--- src/rtl/sd_fault_pkg.sv ---
package sd_fault_pkg;
  typedef enum logic [1:0] {
    SD_RUN     = 2'd0,
    SD_PULL    = 2'd1,
    SD_RECOVER = 2'd2
  } sd_state_e;
endpackage

--- src/rtl/sd_fault_fsm.sv ---
module sd_fault_fsm
  import sd_fault_pkg::*;
(
  input  logic      clk_i,
  input  logic      rst_ni,
  input  logic      trip_any_i,
  input  logic      above_upper_i,
  input  logic      below_lower_i,
  output sd_state_e state_o,
  output logic      pd_en_o,
  output logic      drv_ok_o
);
  sd_state_e state_q, state_d;

  always_comb begin
    state_d = state_q;
    if (trip_any_i) begin
      state_d = SD_PULL;
    end else begin
      unique case (state_q)
        SD_RUN:     if (below_lower_i) state_d = SD_RECOVER;
        SD_PULL:    if (below_lower_i) state_d = SD_RECOVER;
        SD_RECOVER: if (above_upper_i) state_d = SD_RUN;
        default:    state_d = SD_RECOVER;
      endcase
    end
  end

  always_ff @(posedge clk_i or negedge rst_ni) begin
    if (!rst_ni) state_q <= SD_RECOVER;
    else         state_q <= state_d;
  end

  assign state_o  = state_q;
  assign pd_en_o  = (state_q == SD_PULL);
  // direct path: trip or external shutdown kill drive in the same cycle
  assign drv_ok_o = (state_q == SD_RUN) && !trip_any_i && !below_lower_i;

  p_pull_after_trip_r3: assert property (@(posedge clk_i) disable iff (!rst_ni)
    trip_any_i |=> pd_en_o);

  p_hold_pull_r4: assert property (@(posedge clk_i) disable iff (!rst_ni)
    (pd_en_o && !below_lower_i) |=> pd_en_o);

  p_stay_off_r5: assert property (@(posedge clk_i) disable iff (!rst_ni)
    (state_q == SD_RECOVER && !above_upper_i && !trip_any_i) |=> !drv_ok_o);

  p_ext_sd_r7: assert property (@(posedge clk_i) disable iff (!rst_ni)
    (state_q == SD_RUN && below_lower_i && !trip_any_i) |=> (state_q == SD_RECOVER));
endmodule

--- src/rtl/sd_leg_gate.sv ---
module sd_leg_gate (
  input  logic hi_cmd_i,
  input  logic lo_cmd_i,
  input  logic drv_ok_i,
  output logic hi_o,
  output logic lo_o
);
  assign hi_o = hi_cmd_i && drv_ok_i;
  assign lo_o = lo_cmd_i && drv_ok_i;
endmodule

--- src/rtl/sd_trip_record.sv ---
module sd_trip_record #(
  parameter int unsigned WIDTH = 3
) (
  input  logic             clk_i,
  input  logic             rst_ni,
  input  logic [WIDTH-1:0] set_i,
  input  logic [WIDTH-1:0] clr_i,
  output logic [WIDTH-1:0] seen_o
);
  logic [WIDTH-1:0] seen_q;

  always_ff @(posedge clk_i or negedge rst_ni) begin
    if (!rst_ni) seen_q <= '0;
    else         seen_q <= (seen_q & ~clr_i) | set_i; // set wins over clear
  end

  assign seen_o = seen_q;

  for (genvar g = 0; g < WIDTH; g++) begin : g_chk
    p_sticky_r9: assert property (@(posedge clk_i) disable iff (!rst_ni)
      (seen_q[g] && !clr_i[g]) |=> seen_q[g]);
    p_set_wins_r10: assert property (@(posedge clk_i) disable iff (!rst_ni)
      set_i[g] |=> seen_q[g]);
  end
endmodule

--- src/rtl/sd_fault_latch.sv ---
module sd_fault_latch
  import sd_fault_pkg::*;
#(
  parameter int unsigned NUM_LEGS = 3
) (
  input  logic                clk_i,
  input  logic                rst_ni,
  input  logic [NUM_LEGS-1:0] trip_i,
  input  logic                pin_above_upper_i,
  input  logic                pin_below_lower_i,
  input  logic [NUM_LEGS-1:0] gate_hi_cmd_i,
  input  logic [NUM_LEGS-1:0] gate_lo_cmd_i,
  input  logic [NUM_LEGS-1:0] trip_clr_i,
  output logic [NUM_LEGS-1:0] gate_hi_o,
  output logic [NUM_LEGS-1:0] gate_lo_o,
  output logic                pd_en_o,
  output logic [NUM_LEGS-1:0] trip_seen_o
);
  sd_state_e state;
  logic      drv_ok;
  logic      trip_any;

  assign trip_any = |trip_i;

  sd_fault_fsm u_fsm (
    .clk_i         (clk_i),
    .rst_ni        (rst_ni),
    .trip_any_i    (trip_any),
    .above_upper_i (pin_above_upper_i),
    .below_lower_i (pin_below_lower_i),
    .state_o       (state),
    .pd_en_o       (pd_en_o),
    .drv_ok_o      (drv_ok)
  );

  for (genvar l = 0; l < NUM_LEGS; l++) begin : g_leg
    sd_leg_gate u_gate (
      .hi_cmd_i (gate_hi_cmd_i[l]),
      .lo_cmd_i (gate_lo_cmd_i[l]),
      .drv_ok_i (drv_ok),
      .hi_o     (gate_hi_o[l]),
      .lo_o     (gate_lo_o[l])
    );
  end

  sd_trip_record #(.WIDTH(NUM_LEGS)) u_rec (
    .clk_i  (clk_i),
    .rst_ni (rst_ni),
    .set_i  (trip_i),
    .clr_i  (trip_clr_i),
    .seen_o (trip_seen_o)
  );

  p_trip_kills_gates_r2: assert property (@(posedge clk_i) disable iff (!rst_ni)
    (|trip_i) |-> ((gate_hi_o | gate_lo_o) == '0));

  p_no_drive_while_pull_r4: assert property (@(posedge clk_i) disable iff (!rst_ni)
    pd_en_o |-> ((gate_hi_o | gate_lo_o) == '0));
endmodule

--- config.mk ---
export PLATFORM = sky130hd
export DESIGN_NAME = sd_fault_latch
export DESIGN_NICKNAME = d
export VERILOG_FILES = /design/src/rtl/sd_fault_pkg.sv /design/src/rtl/sd_fault_fsm.sv /design/src/rtl/sd_leg_gate.sv /design/src/rtl/sd_trip_record.sv /design/src/rtl/sd_fault_latch.sv
export SDC_FILE = /design/constraint.sdc
export NUM_CORES = 1
export LEC_CHECK = 0
export BUFFER_PORTS_ARGS = -buffer_cell sky130_fd_sc_hd__buf_4
export CORE_AREA = 3 3 40 42
export CTS_BUF_LIST = sky130_fd_sc_hd__clkbuf_4 sky130_fd_sc_hd__clkbuf_8
export DETAILED_ROUTE_END_ITERATION = 10
export DIE_AREA = 0 0 43 45
export SLEW_MARGIN = 25
export SYNTH_ARGS = -nofsm -noshare
export SYNTH_HDL_FRONTEND = slang
export SYNTH_SLANG_ARGS = --single-unit
--- constraint.sdc ---
create_clock -name clk_i -period 1.2 [get_ports clk_i]
set_input_delay 0 -clock clk_i [delete_from_list [all_inputs] [get_ports clk_i]]
set_output_delay 0 -clock clk_i [all_outputs]
set_load 0.05 [all_outputs]
# --- Word-level counts from Yosys, hierarchy flattened ---
# Index checks and enable logic that the tools add are counted.
totals:
  regBits: 5
  inputBits: 16
classes:
  n_eq_ne: 4
  mux: 4
  bitwise_logic: 3
  reduce_logical: 14
ops:
  columns: ["op", "count"]
  rows:
  - ["1-bit logical AND", 8]
  - ["2-bit 2-to-1 mux", 3]
  - ["2-bit one-hot mux with 2 select lines", 1]
  - ["3-bit AND", 1]
  - ["3-bit by 1-bit != test with 1-bit output (second input constant)", 1]
  - ["3-bit by 2-bit != test with 1-bit output (second input constant)", 1]
  - ["3-bit NOT", 1]
  - ["3-bit OR", 1]
  - ["3-bit OR reduction", 1]
  - ["2-bit by 1-bit equality test with 1-bit output (second input constant)", 1]
  - ["2-bit equality test (second input constant)", 1]
  - ["1-bit logical NOT", 2]
  - ["2-bit logical NOT", 1]
  - ["2-bit AND reduction", 1]
  - ["2-bit OR reduction", 1]

# --- Depth between registers and ports, before layout ---
depth:
  ltp_word: 5
  mapped_depth: 4
  ltp_nobuf: 2

# --- Hierarchy ---
# From an unflattened synthesis, not the netlist that was laid out.
hier_totals:
  cells_unflattened: 24
  area_unflattened_um2: 239.0
by_module_without_submodules:
  columns: ["mod", "instances", "cells_each", "area_per_inst_um2", "seq_area_each_um2"]
  rows:
  - ["sd_trip_record", 1, 9, 108.9, 75.1]
  - ["sd_fault_fsm", 1, 8, 86.3, 51.3]
  - ["sd_leg_gate", 3, 2, 12.5, 0.0]
  - ["sd_fault_latch", 1, 1, 6.3, 0.0]

# --- Worst setup path before layout ---
# No wires, ideal clock.
synth_timing:
  kind: "reg-to-output"
  start: "register u_fsm.state_q[1] (netlist: u_fsm.state_o[1])"
  end: "output gate_hi_o[0]"
  t_arrival_ps: 1198
  t_required_ps: 1200
  path_slack_ps: 2
  stages_incl_launch_ff: 5
  n_path_buf: 2
  path_cell_list: "dfstp_2 > or3_1 > clkbuf_1 > nor3_1 > buf_4"
synth_via:
  elab_chain_len: 4
synth_rtl:
  columns: ["element", "line_no", "text"]
  rows:
  - ["from (decl)", "sd_fault_fsm.sv:13", "sd_state_e state_q, state_d;"]
  - ["from (signal assigned)", "sd_fault_fsm.sv:31", "else state_q <= state_d;"]
  - ["2-bit logical NOT", "sd_fault_fsm.sv:37", "assign drv_ok_o = (state_q == SD_RUN) && !trip_any_i && !below_lower_i;"]
  - ["1-bit logical AND (2 in a row)", "sd_fault_fsm.sv:37", null]
  - ["1-bit logical AND", "sd_leg_gate.sv:8", "assign hi_o = hi_cmd_i && drv_ok_i;"]
  - ["to (decl)", "sd_fault_latch.sv:14", "output logic [NUM_LEGS-1:0] gate_hi_o,"]
# No other way between the ends.

# --- Worst setup path in the final report ---
layout_timing:
  start: "register u_fsm.state_q[1] (netlist: u_fsm.state_o[1])"
  end: "output gate_hi_o[1]"
# Same word-level chain as after synthesis.

==> qor.yml <==
run_status:
  status: "finished, violations left"
  violations: "negative setup slack"
cts:
  clock_latency_ns: 0.24
  clk_pin_slew_worst_paths_ns: 0.05
  cts_buffer_depth: 2
  cts_buffers: 3
  post_cts_buffers: 0
  h-tree-depth: 1
  clock_sink_count: 5
  clock-root-buffer: "clkbuf_4"
  cts_tree: "yes"
logic_synthesis:
  synth.top_cell.area_share_pct: 31.1
  synth_most_common_cell: "inv_1"
  synthFlopType: "dfrtp_1"
  synth_edf_count: 0
  synthTopCellsByArea: "dfrtp_1, buf_4, inv_1, nor3_1, dfstp_2"
  async_flop_share_pct: 100
  synth_common_cells: "inv_1, buf_4, nor3_1, dfrtp_1"
  synth_warnings: 0
  seq_area_frac_synth_pct: 39.3
  syn-cell-area_um2: 322
  syn_nets: 54
  ys_ff_latch: 5
  synth.distinct_cells: 12
  synth_area_per_cell_um2: 8.46
  synth_top_cell_by_area: "dfrtp_1"
  syn_inst: 38
die:
  coreArea_um2: 1280
  die-area_um2: 1940
  initial_core_util_pct: 25.0
  die_h_um: 45
  io_pins: 26
  die_w_um: 43
  rows: 13
worst_setup_path:
  crit_type: "reg2out"
  cp_top_family: "simple AND/OR/NAND/NOR gates"
  rr_startpoint: "u_fsm.state_o[1]"
  critPathBufInv: 1
  worstPathRequired_ns: 1.20
  crit_chain: "or3_4 > nor3_4 > buf_6"
  slowest_delay_ns: 0.44
  crit_path_top_delay_cell: "or3_4"
  cp_max_fo: 6
  cp-startpoint: "u_fsm.state_o[1]"
  worst_setup_path_start_kind: "flip-flop"
  critPathCaptureType: "primary output"
  crit_arrival_ns: 1.38
placed_design:
  dpl_cell_area_um2: 483
  place_hpwl_um: 593
  finalWeightedCongestion: 0.620
  numPortBuffers: 25
  place_inst: 72
grt:
  grt_pass1_wl_um: 1320
  grt_usage_pct: 9.22
  grt_pass1_vias: 353
  antenna_found_initial: 0
  grt_max_degree: 9
  grt_overflow: 0
detailed_routing:
  viasPerCell: 4.26
  dr.pass1.iters: 2
  wl_met2_um: 466
  dr_wl_met3_um: 66
  drt-initial-drc-count: 1
  remaining_drc_errors: 0
  finalWirelength_um: 788
  vias: 345
  met1_length_um: 255
  topRoutingLayerUsed: "met3"
  routedWlPerCell_um: 9.73
  antenna_left: 0
pwr:
  p_leak_nw: 0.345
  intPower_w: 0.000394
  switching_share_pct: 27.1
  p_sw_w: 0.000147
  powerDensity_nw_per_um2: 838
  p_comb_share_pct: 25.8
  peakVddDrop_mv: 0.517
  power_frac_clock_pct: 40.2
  pwr-share-seq_pct: 34.0
run:
  drv_cap: 0
finish:
  diodes: 0
  finalNonFillerCells: 81
  syn_to_final_growth_pct: 101
  nNetsFinal: 83
  final_area_um2: 646
  final_layout_size_suffix_gt1_share_pct: 63.6
timing:
  worst_slack_ns: -0.176
  final_hold_viol_count: 0
  layout_min_cycle_time_ns: 1.38
  maxSlewHeadroom_pct: 62.4
  setup_viol: 6
  worst_pin_slew_ns: 0.564
  drv_slew: 0
  fmax_mhz: 727
  post-route-period-util_pct: 115
  fin_skew_ns: 0.00271
  rsz0062_at_grt: "true"
hold_path:
  min_path_type: "in2reg"
  hold_start: "trip_clr_i[2]"
==> logic make-up after synthesis <==
kind of cell | after synthesis | share of synthesized area, %
flip-flops | 5 | 39.3
AO/OA/AOI/OAI | 5 | 14.8
buffers and inverters | 18 | 30.3
AND/OR/NAND/NOR | 10 | 15.6
==> metrics by stage <==
| step | setup TNS, ns | power [W] | hold WS (ns) | utilization [%] | setup WS, ns |
|---|---|---|---|---|---|
| 4_1_cts | -1.07 | 0.000546 | 0.0334 | 49.3 | -0.183 |
| 3_3_place_gp | -0.0262 | 0.000302 | -0.194 | 37.6 | -0.0138 |
| 5_1_grt | -1.39 | 0.000577 | 0.0466 | 50.2 | -0.235 |
| 3_5_place_dp | -0.0207 | 0.000303 | -0.192 | 37.6 | -0.0207 |
| 2_1_floorplan | 0 | 0.000244 | -0.296 | - | 0.00166 |
| 6_report | -0.996 | 0.000541 | 0.0387 | 50.2 | -0.176 |
==> per-layer routing <==
layer / up-vias / global-route usage (%)
met2: 17 / 15.9
met1: 160 / 9.83
met3: 0 / 1.99
met5: - / 0
met4: 0 / 7.23
li1: 168 / -
==> worst reg2reg max path, stage by stage (launching register included) <==
cell     delay [ns]
dfstp_2        0.52
buf_4          0.11
nor2_1         0.05
a21o_2         0.20
==> power by group through the flow <==
| stage | clock [W] | combinational [W] | sequential (W) |
|---|---|---|---|
| after global placement | 0 | 0.000116 | 0.000185 |
| after floorplan | 0 | 0.0000330 | 0.000211 |
| after CTS | 0.000225 | 0.000138 | 0.000184 |
| after detailed placement | 0 | 0.000117 | 0.000186 |
| final | 0.000217 | 0.000140 | 0.000184 |
| after global routing | 0.000241 | 0.000151 | 0.000185 |
==> registers in the layout, indices dropped and copies added (netlist names) <==
| signal | cells |
|---|---|
| u_rec.seen_o | 3 |
| u_fsm.state_o | 2 |
==> final timing paths <==
kind | endpoint | depth (start not counted) | slack [ns]
setup / recovery | gate_hi_o[1] | 3 | -0.18
hold / removal | u_rec.seen_o[2] | 3 | 0.04
setup reg to reg | u_fsm.state_o[0] | 3 | 0.21
hold reg to reg | u_rec.seen_o[2] | 1 | 0.48
max in group asynchronous | u_fsm.state_o[1] | 2 | 0.89
min in group asynchronous | u_fsm.state_o[0] | 2 | 0.11
==> cell type report <==
type                       instances  area (µm²)
clock buffer                       4        30.0
fill                             133         639
inverter                          10        37.5
multi-input combinational         15         158
sequential                         5         126
tap                               15        18.8
timing repair buffer              32         275
==> placed cells by master, fill, tap and decap left out <==
master         instances
inv_1                 10
nor3_4                 4
a21o_2                 2
buf_4                 21
dlygate4sd3_1          5
buf_6                  6
or3_1                  1
nor3_2                 2
nor2_1                 2
a21o_1                 2
a311oi_2               1
dfstp_2                1
clkbuf_4               4
or3_4                  1
dfrtp_1                4
==> what timing repair did <==
action	in CTS	in global routing
setup endpoints to repair	6	6
gates resized for setup	15	2
hold buffers	5	0
pin swaps	1	1
hold endpoints to repair	9	0
(Power assumes the default switching activity.)
